<file path="config.mk">
export PLATFORM = sky130hd
export DESIGN_NAME = hpd_event_top
export DESIGN_NICKNAME = d
export VERILOG_FILES = /design/src/rtl/hpd_event_pkg.sv /design/src/rtl/hpd_sync.sv /design/src/rtl/hpd_tick.sv /design/src/rtl/hpd_classifier.sv /design/src/rtl/hpd_deadline.sv /design/src/rtl/hpd_event_top.sv
export SDC_FILE = /design/constraint.sdc
export NUM_CORES = 1
export LEC_CHECK = 0
export BUFFER_PORTS_ARGS = -buffer_cell sky130_fd_sc_hd__buf_2
export CORE_MARGIN = 10
export CORE_UTILIZATION = 52
export CTS_BUF_LIST = sky130_fd_sc_hd__clkbuf_2 sky130_fd_sc_hd__clkbuf_4 sky130_fd_sc_hd__clkbuf_8
export CTS_CLUSTER_DIAMETER = 120
export DETAILED_ROUTE_END_ITERATION = 12
export GPL_TIMING_DRIVEN = 1
export PLACE_DENSITY = 0.69
export SLEW_MARGIN = 30
export SYNTH_ARGS = -nofsm -noshare
export SYNTH_HDL_FRONTEND = slang
export SYNTH_SLANG_ARGS = --single-unit
</file>
<file path="constraint.sdc">
create_clock -name clk -period 7.36 [get_ports clk]
set_input_delay 1.472 -clock clk [delete_from_list [all_inputs] [get_ports clk]]
set_output_delay 1.472 -clock clk [all_outputs]
set_load 0.02 [all_outputs]
</file>
<file path="src/rtl/hpd_event_pkg.sv">
package hpd_event_pkg;
  typedef enum logic [1:0] {
    ST_ABSENT = 2'd0,
    ST_HIGH   = 2'd1,
    ST_LOW    = 2'd2
  } line_state_t;

  function automatic int unsigned max3(int unsigned a, int unsigned b, int unsigned c);
    int unsigned m;
    m = (a > b) ? a : b;
    return (m > c) ? m : c;
  endfunction
endpackage

</file>
<file path="src/rtl/hpd_sync.sv">
module hpd_sync #(
  parameter int STAGES = 2
) (
  input  logic clk,
  input  logic rst,
  input  logic din,
  output logic dout
);
  logic [STAGES-1:0] pipe;

  always_ff @(posedge clk) begin
    if (rst) pipe <= '0;
    else     pipe <= {pipe[STAGES-2:0], din};
  end

  assign dout = pipe[STAGES-1];
endmodule

</file>
<file path="src/rtl/hpd_tick.sv">
module hpd_tick #(
  parameter int CLK_PER_US = 50
) (
  input  logic clk,
  input  logic rst,
  output logic tick
);
  localparam int PW = (CLK_PER_US > 1) ? $clog2(CLK_PER_US) : 1;
  localparam logic [PW-1:0] LAST = PW'(CLK_PER_US - 1);

  logic [PW-1:0] cnt;

  always_ff @(posedge clk) begin
    if (rst) begin
      cnt  <= '0;
      tick <= 1'b0;
    end else if (cnt == LAST) begin
      cnt  <= '0;
      tick <= 1'b1;
    end else begin
      cnt  <= cnt + PW'(1);
      tick <= 1'b0;
    end
  end
endmodule

</file>
<file path="src/rtl/hpd_classifier.sv">
module hpd_classifier
  import hpd_event_pkg::*;
#(
  parameter int IRQ_MIN_US  = 250,
  parameter int DISC_US     = 2000,
  parameter int DEBOUNCE_US = 100000
) (
  input  logic clk,
  input  logic rst,
  input  logic line,
  input  logic tick,
  output logic connect_o,
  output logic disconnect_o,
  output logic irq_o,
  output logic connected_o
);
  localparam int CW = $clog2(max3(IRQ_MIN_US, DISC_US, DEBOUNCE_US) + 1);
  localparam logic [CW-1:0] MIN_LIM = CW'(IRQ_MIN_US);
  localparam logic [CW-1:0] DSC_LIM = CW'(DISC_US);
  localparam logic [CW-1:0] DB_LIM  = CW'(DEBOUNCE_US);

  line_state_t   state;
  logic [CW-1:0] cnt;
  logic [CW-1:0] cnt_nx;

  assign cnt_nx = cnt + CW'(1);

  always_ff @(posedge clk) begin
    if (rst) begin
      state        <= ST_ABSENT;
      cnt          <= '0;
      connect_o    <= 1'b0;
      disconnect_o <= 1'b0;
      irq_o        <= 1'b0;
      connected_o  <= 1'b0;
    end else begin
      connect_o    <= 1'b0;
      disconnect_o <= 1'b0;
      irq_o        <= 1'b0;
      unique case (state)
        ST_ABSENT: begin
          if (!line) begin
            cnt <= '0;
          end else if (tick) begin
            if (cnt_nx >= DB_LIM) begin
              connect_o   <= 1'b1;
              connected_o <= 1'b1;
              cnt         <= '0;
              state       <= ST_HIGH;
            end else begin
              cnt <= cnt_nx;
            end
          end
        end
        ST_HIGH: begin
          if (!line) begin
            cnt   <= '0;
            state <= ST_LOW;
          end
        end
        ST_LOW: begin
          if (line) begin
            if (cnt >= MIN_LIM) irq_o <= 1'b1;
            cnt   <= '0;
            state <= ST_HIGH;
          end else if (tick) begin
            if (cnt_nx >= DSC_LIM) begin
              disconnect_o <= 1'b1;
              connected_o  <= 1'b0;
              cnt          <= '0;
              state        <= ST_ABSENT;
            end else begin
              cnt <= cnt_nx;
            end
          end
        end
        default: begin
          cnt   <= '0;
          state <= ST_ABSENT;
        end
      endcase
    end
  end
endmodule

</file>
<file path="src/rtl/hpd_deadline.sv">
module hpd_deadline #(
  parameter int DEADLINE_US = 100000
) (
  input  logic clk,
  input  logic rst,
  input  logic tick,
  input  logic start,
  input  logic cancel,
  input  logic ack,
  output logic missed
);
  localparam int DW = $clog2(DEADLINE_US + 1);
  localparam logic [DW-1:0] LIM = DW'(DEADLINE_US);

  logic          running;
  logic [DW-1:0] cnt;
  logic          expire;

  assign expire = running && tick && ((cnt + DW'(1)) >= LIM);

  always_ff @(posedge clk) begin
    if (rst) begin
      running <= 1'b0;
      cnt     <= '0;
      missed  <= 1'b0;
    end else begin
      if (start) begin
        running <= 1'b1;
        cnt     <= '0;
      end else if (ack || cancel || expire) begin
        running <= 1'b0;
        cnt     <= '0;
      end else if (running && tick) begin
        cnt <= cnt + DW'(1);
      end

      if (ack)                  missed <= 1'b0;
      else if (expire && !start) missed <= 1'b1;
    end
  end
endmodule

</file>
<file path="src/rtl/hpd_event_top.sv">
module hpd_event_top #(
  parameter int CLK_PER_US  = 50,
  parameter int IRQ_MIN_US  = 250,
  parameter int DISC_US     = 2000,
  parameter int DEBOUNCE_US = 100000,
  parameter int DEADLINE_US = 100000,
  parameter int SYNC_STAGES = 2
) (
  input  logic clk,
  input  logic rst,
  input  logic hpd_i,
  input  logic ack_i,
  output logic connect_o,
  output logic disconnect_o,
  output logic irq_o,
  output logic connected_o,
  output logic missed_o
);
  logic line;
  logic tick;

  hpd_sync #(.STAGES(SYNC_STAGES)) u_sync (
    .clk(clk), .rst(rst), .din(hpd_i), .dout(line)
  );

  hpd_tick #(.CLK_PER_US(CLK_PER_US)) u_tick (
    .clk(clk), .rst(rst), .tick(tick)
  );

  hpd_classifier #(
    .IRQ_MIN_US(IRQ_MIN_US), .DISC_US(DISC_US), .DEBOUNCE_US(DEBOUNCE_US)
  ) u_cls (
    .clk(clk), .rst(rst), .line(line), .tick(tick),
    .connect_o(connect_o), .disconnect_o(disconnect_o),
    .irq_o(irq_o), .connected_o(connected_o)
  );

  hpd_deadline #(.DEADLINE_US(DEADLINE_US)) u_dl (
    .clk(clk), .rst(rst), .tick(tick),
    .start(connect_o | irq_o), .cancel(disconnect_o),
    .ack(ack_i), .missed(missed_o)
  );
endmodule

</file>
==> metrics, run 1 <==
EDFF count, synth=0; critical path data arrival time=3300 ps; vias per cell=5.832; Yosys top cell by area=dfxtp_1; Mean Syn Cell Area=8.345 um^2; layout cell share with drive strength beyond 1=0.1014; highest cell delay on the worst timing path=520 ps; total setup buffers inserted after CTS=0; drt drc=0; count of different cell masters after synthesis=63; final worst slack=4290 ps; nets=354; most common cell in the netlist=dfxtp_1; clock skew=8.889 ps; Critical Path RT=7590 ps; Yosys reg bits=51; Synth top area share=0.3486; die extent in y=95.05 um; Worst Hold Class=flop to flop; Core Footprint=0.005473 mm^2; Mapped Nets=360; crit start category=flop; antenna diode count=0; vias in the first global route=2172; clk slew on worst S/H paths=90 ps; setup TNS=0 ps; Die Width=95.05 um; Power Dens Cells=153.0 mW/mm^2; top cells by area, synth=dfxtp_1, xor2_1, nor2_1, nand4_1, nand2_1; PostCTS Resize Cnt=0; Root Buffer=clkbuf_8; fill count=544; critical path's slowest cell=or4_1; initial antenna violation count=0; CP bufs+invs=0; Synth top cells by count=dfxtp_1, nor2_1, nand2_1; fin crit period=3070 ps; drt wl/cell=14.20 um; ys flop type=dfxtp_1; Gate Count Post-Synth=351; synthesized area=0.002929 mm^2; outcome=finished clean; H-tree Lvls=2; Die Area=0.009035 mm^2; CP Cell Sequence=ha_1 > nand3_1 > nor4_1 > xnor2_1 > a31oi_1 > a211o_1 > a2bb2oi_2 > or4_1 > o211ai_1; Worst-Skew Late Latency=310 ps; Total GRT Usage=0.1350; asr flop ratio synth=0; max_slew headroom=0.4813; # port buffers=8; Layout area overhead=3.460%; CTS max path bufs=2; Slew Limit Fails=0; largest net degree at the start of global routing=18; DRT antenna net count=0; # IOs=9; TritonCTS clock tree=yes; CP endpoint kind=flop; Clock Sinks=51; pre-CTS WS=4376 ps; wire length of the first global-routing pass=10160 um; RSZ-0062 raised after global routing=false; Max Cap Violations=0; f_max=0.3257 GHz; crit path max fanout=9; Worst Tran Pin Value=775.3 ps; Routed WL=5923 um; detailed placement HPWL=4201 um; Starting Density=0.5352; CP top delay family=simple AND/OR/NAND/NOR gates; Crit Path Category=flop to flop; GP Congestion=0.8715; Seq/Total Area, Yosys=0.3486; Cell Rows=27; crit share post-route=0.4171; CTS Buf Count=5; Final Hold Viols=0; CTS Hold Bufs=0; DR pass1 iterations=4; DR iter-0 viols=193; endpoints failing setup=0; Max VDD drop=0.0001024 V; routed vias=2432; Synth Warn #=0; Leak=1.014 nW; gr ovfl total=0
[stage by stage]
| step | power [mW] | std cells | area (um^2) | hold slack, ps | utilization |
|---|---|---|---|---|---|
| floorplan | 0.2982 | 351 | 2929 | 413.8 | - |
| global placement | 0.2999 | 410 | 2939 | 417.4 | 0.5370 |
| detailed placement | 0.3004 | 410 | 2939 | 430.7 | 0.5370 |
| CTS | 0.4682 | 417 | 3030 | 453.5 | 0.5537 |
| global route | 0.4794 | 417 | 3030 | 474.8 | 0.5537 |
| finish | 0.4638 | 417 | 3030 | 450.4 | 0.5537 |
[flip-flops by register name (all words and copies together) (netlist names)]
register	count
u_cls.connect_o	1
u_sync.pipe	2
u_cls.disconnect_o	1
u_cls.cnt	17
u_cls.state	2
u_cls.irq_o	1
u_dl.cnt	17
u_tick.cnt	6
u_dl.running	1
u_cls.connected_o	1
u_dl.missed	1
u_tick.tick	1
[kinds of logic after synthesis]
family	share of synthesized area
compound gates	0.1469
simple gates	0.3285
fa+ha+maj	0.02136
flops	0.3486
xor+xnor	0.09270
buf+inv	0.05510
mux	0.006835
[layout make-up]
| class | count | area, um^2 | share of cell area |
|---|---|---|---|
| flip-flops and latches | 51 | 1021 | 0.3369 |
| multi-input cells | 268 | 1747 | 0.5764 |
| repair buffers | 8 | 40.04 | 0.01321 |
| inverters | 11 | 41.29 | 0.01363 |
| well taps | 72 | 90.09 | 0.02973 |
| clock buffers | 6 | 82.58 | 0.02725 |
| clock inverters | 1 | 8.758 | 0.002890 |
[routing by layer]
metal / GRT usage / wire (um) / vias to the layer above
met3: 0.02828 / 257 / 7
met2: 0.1831 / 2372 / 51
li1: - / - / 1249
met5: 0 / 0 / -
met4: 0.04364 / 75 / 0
met1: 0.2043 / 3217 / 1125
[worst paths after layout]
path	cells past startpoint	slack, ps	from	end
worst min-delay path	1	450	u_sync.pipe[0]	u_sync.pipe[1]
worst max-delay path	9	4290	u_cls.cnt[1]	u_cls.cnt[16]
worst min register to register	1	450	u_sync.pipe[0]	u_sync.pipe[1]
worst max register to register	9	4290	u_cls.cnt[1]	u_cls.cnt[16]
[cells in the final DEF, fill, tap and decap left out, types with 3 or more instances in the layout]
| cell | Yosys | layout |
|---|---|---|
| a21oi_1 | 8 | 8 |
| nand3_1 | 11 | 11 |
| a31oi_1 | 4 | 4 |
| nor4_1 | 6 | 6 |
| a211oi_1 | 6 | 6 |
| nand4_1 | 17 | 17 |
| inv_1 | 11 | 11 |
| nor2_1 | 41 | 41 |
| or3_1 | 3 | 3 |
| nor3_1 | 11 | 11 |
| and4_1 | 4 | 4 |
| clkbuf_8 | 0 | 6 |
| xnor2_1 | 12 | 12 |
| dfxtp_1 | 51 | 51 |
| nor2_4 | 9 | 9 |
| xor2_1 | 19 | 19 |
| nand2_1 | 28 | 28 |
| a21o_1 | 7 | 7 |
| and3_1 | 6 | 6 |
| nand2b_1 | 6 | 6 |
| ha_1 | 5 | 5 |
| nor2b_1 | 7 | 7 |
| buf_2 | 7 | 8 |
| o211ai_1 | 5 | 5 |
| or4_1 | 5 | 5 |
| o21ai_0 | 8 | 8 |
[where the power goes]
part	total, mW	switching (mW)	internal [mW]
combinational	0.0141	0.00982	0.00425
sequential	0.280	0.00186	0.278
clock	0.170	0.0942	0.0758
total	0.464	0.106	0.358
Note: power is estimated with default switching activity, not from simulation.
==> run 2: changes to the inputs <==
==> constraint.sdc (replaced) <==
create_clock -name clk -period 3 [get_ports clk]
set_input_delay 0.6 -clock clk [delete_from_list [all_inputs] [get_ports clk]]
set_output_delay 0.6 -clock clk [all_outputs]
set_load 0.02 [all_outputs]
==> metrics, run 2 (synthesized netlist as in run 1, its figures left out) <==
outcome=finished clean (unchanged); placed cells=414 (was 410); final worst slack=279.4 ps (was 4290 ps); Hold Path Origin=ack_i (was u_sync.pipe[0]); Placed Area=0.002969 mm^2 (was 0.002939 mm^2); Critical Path RT=3240 ps (was 7590 ps); CP bufs+invs=0 (unchanged); CTS max path bufs=2 (unchanged); crit path max fanout=17 (was 9); Starting Density=0.5352 (unchanged); Total GRT Usage=0.1408 (was 0.1350); crit path launch=u_dl.cnt[2] (was u_cls.cnt[1]); Max Cap Violations=0 (unchanged); Clock Sinks=51 (unchanged); commonest non-fill, non-tap cell in the layout=dfxtp_1 (unchanged); clock skew=10.68 ps (was 8.889 ps); Register Area=0.001021 mm^2 (unchanged); pre-CTS WS=283.4 ps (was 4376 ps); TritonCTS clock tree=yes (unchanged); fill count=517 (was 544); H-tree Lvls=2 (unchanged); Top Registers=u_cls.cnt: 17 flops, u_dl.cnt: 17 flops, u_tick.cnt: 6 flops (unchanged); Max VDD drop=0.0003138 V (was 0.0001024 V); most frequent cells in the layout=dfxtp_1, nor2_1, nand2_1 (unchanged); highest cell delay on the worst timing path=680 ps (was 520 ps); gr ovfl total=0 (unchanged); Worst Tran Pin Value=836.2 ps (was 775.3 ps); drt drc=0 (unchanged); final instance area=0.003070 mm^2 (was 0.003030 mm^2); Cell Rows=27 (unchanged); DRT antenna net count=0 (unchanged); Power Dens Cells=373.1 mW/mm^2 (was 153.0 mW/mm^2); CP Cell Sequence=and4_1 > and4_1 > nor2b_1 > o211ai_1 > o21ai_1 > and3_4 > or4_4 > a21oi_1 (was ha_1 > nand3_1 > nor4_1 > xnor2_1 > a31oi_1 > a211o_1 > a2bb2oi_2 > or4_1 > o211ai_1); Core Footprint=0.005473 mm^2 (unchanged); critical path's slowest cell=or4_4 (was or4_1); layout cell share with drive strength beyond 1=0.1171 (was 0.1014); max_slew headroom=0.4405 (was 0.4813); Reg2Reg Setup Slack=280 ps (was 4290 ps); crit start category=flop (unchanged); Worst-Skew Late Latency=310 ps (about the same); initial antenna violation count=0 (unchanged); Leak=1.036 nW (was 1.014 nW); Hold EP=u_dl.missed (was u_sync.pipe[1]); R2R cell count=8 (was 9); Cell Count, Final, Fillers Out=422 (was 417); CP top delay family=simple AND/OR/NAND/NOR gates (unchanged); Final Hold Viols=0 (unchanged); Worst Hold Path Cells=2 (was 1); Hold Slack=445.7 ps (was 450.4 ps); DR iter-0 viols=183 (was 193); detailed placement HPWL=4386 um (was 4201 um); total setup buffers inserted after CTS=0 (unchanged); Critical Path Most Common Cell=and4_1; area of the multi-input gates=0.001753 mm^2 (was 0.001747 mm^2); DR pass1 iterations=5 (was 4); endpoints failing setup=0 (unchanged); Slew Limit Fails=0 (unchanged); crit share post-route=0.9069 (was 0.4171); vias per cell=5.803 (was 5.832); die extent in y=95.05 um (unchanged); Crit Path Category=flop to flop (unchanged); setup TNS=0 ps (unchanged); f_max=0.3676 GHz (was 0.3257 GHz); fin crit period=2721 ps (was 3070 ps); antenna diode count=0 (unchanged); clk slew on worst S/H paths=100 ps (was 90 ps); Layout area overhead=4.827% (was 3.460%); RR Endpoint=u_dl.cnt[1] (was u_cls.cnt[16]); Die Area=0.009035 mm^2 (unchanged); Root Buffer=clkbuf_8 (unchanged); # port buffers=8 (unchanged); PostCTS Resize Cnt=0 (unchanged); Routed WL=6102 um (was 5923 um); GP Congestion=0.8966 (was 0.8715); vias in the first global route=2275 (was 2172); CTS Hold Bufs=0 (unchanged); drt wl/cell=14.46 um (was 14.20 um); # IOs=9 (unchanged); wire length of the first global-routing pass=10430 um (was 10160 um); Worst Hold Class=input port to flop (was flop to flop); CTS Buf Count=5 (unchanged); reg-to-reg critical path startpoint=u_dl.cnt[2] (was u_cls.cnt[1]); CP endpoint kind=flop (unchanged); critical path data arrival time=2960 ps (was 3300 ps); RSZ-0062 raised after global routing=false (unchanged); Die Width=95.05 um (unchanged); nets=358 (was 354); routed vias=2449 (was 2432); largest net degree at the start of global routing=19 (was 18)
run 2: cell types whose count changed in the layout (fill, tap and decap cells not counted), sizes merged:
| cell | change |
|---|---|
| buf | +4 |
| clkbuf | -1 |
| clkinv | +1 |
| inv | +1 |
run 2: how the worst max path moves through the flow:
stage,endpoint,slack (ps),depth (start not counted)
after CTS,u_cls.cnt[16],250,9
after floorplan,u_cls.cnt[16],390,9
final,u_dl.cnt[1],280,8
after global placement,u_dl.cnt[1],330,8
after global routing,u_cls.cnt[9],60,8
after detailed placement,u_cls.cnt[16],280,9
run 2: metal layers:
metal  up-vias  global-route usage  share of wire
met4         0             0.06359          0.013
met5         -                   0              0
met2        51              0.2117           0.45
met1      1134              0.1872           0.48
met3         8             0.03378          0.050
li1       1256                   -              -
run 2: per-stage QoR:
step | total power, mW | utilization
after detailed placement | 0.7385 | 0.5425
final | 1.146 | 0.5610
after CTS | 1.156 | 0.5599
after floorplan | 0.7317 | -
after global placement | 0.7378 | 0.5425
after global routing | 1.187 | 0.5610
run 2: area by class of cell:
class | instances | area share
inverters | 11 | 0.01345
clock buffers | 5 | 0.02241
flip-flops and latches | 51 | 0.3325
well taps | 72 | 0.02934
repair buffers | 12 | 0.02282
multi-input cells | 268 | 0.5709
clock inverters | 3 | 0.008557
run 2: report_power, final:
group / total, mW / leakage (nW) / switching [mW] / internal (mW)
Sequential: 0.686 / 0.412 / 0.00389 / 0.682
Clock: 0.423 / 0.0491 / 0.251 / 0.172
Combinational: 0.0371 / 0.576 / 0.0256 / 0.0115
Total: 1.15 / 1.04 / 0.280 / 0.865
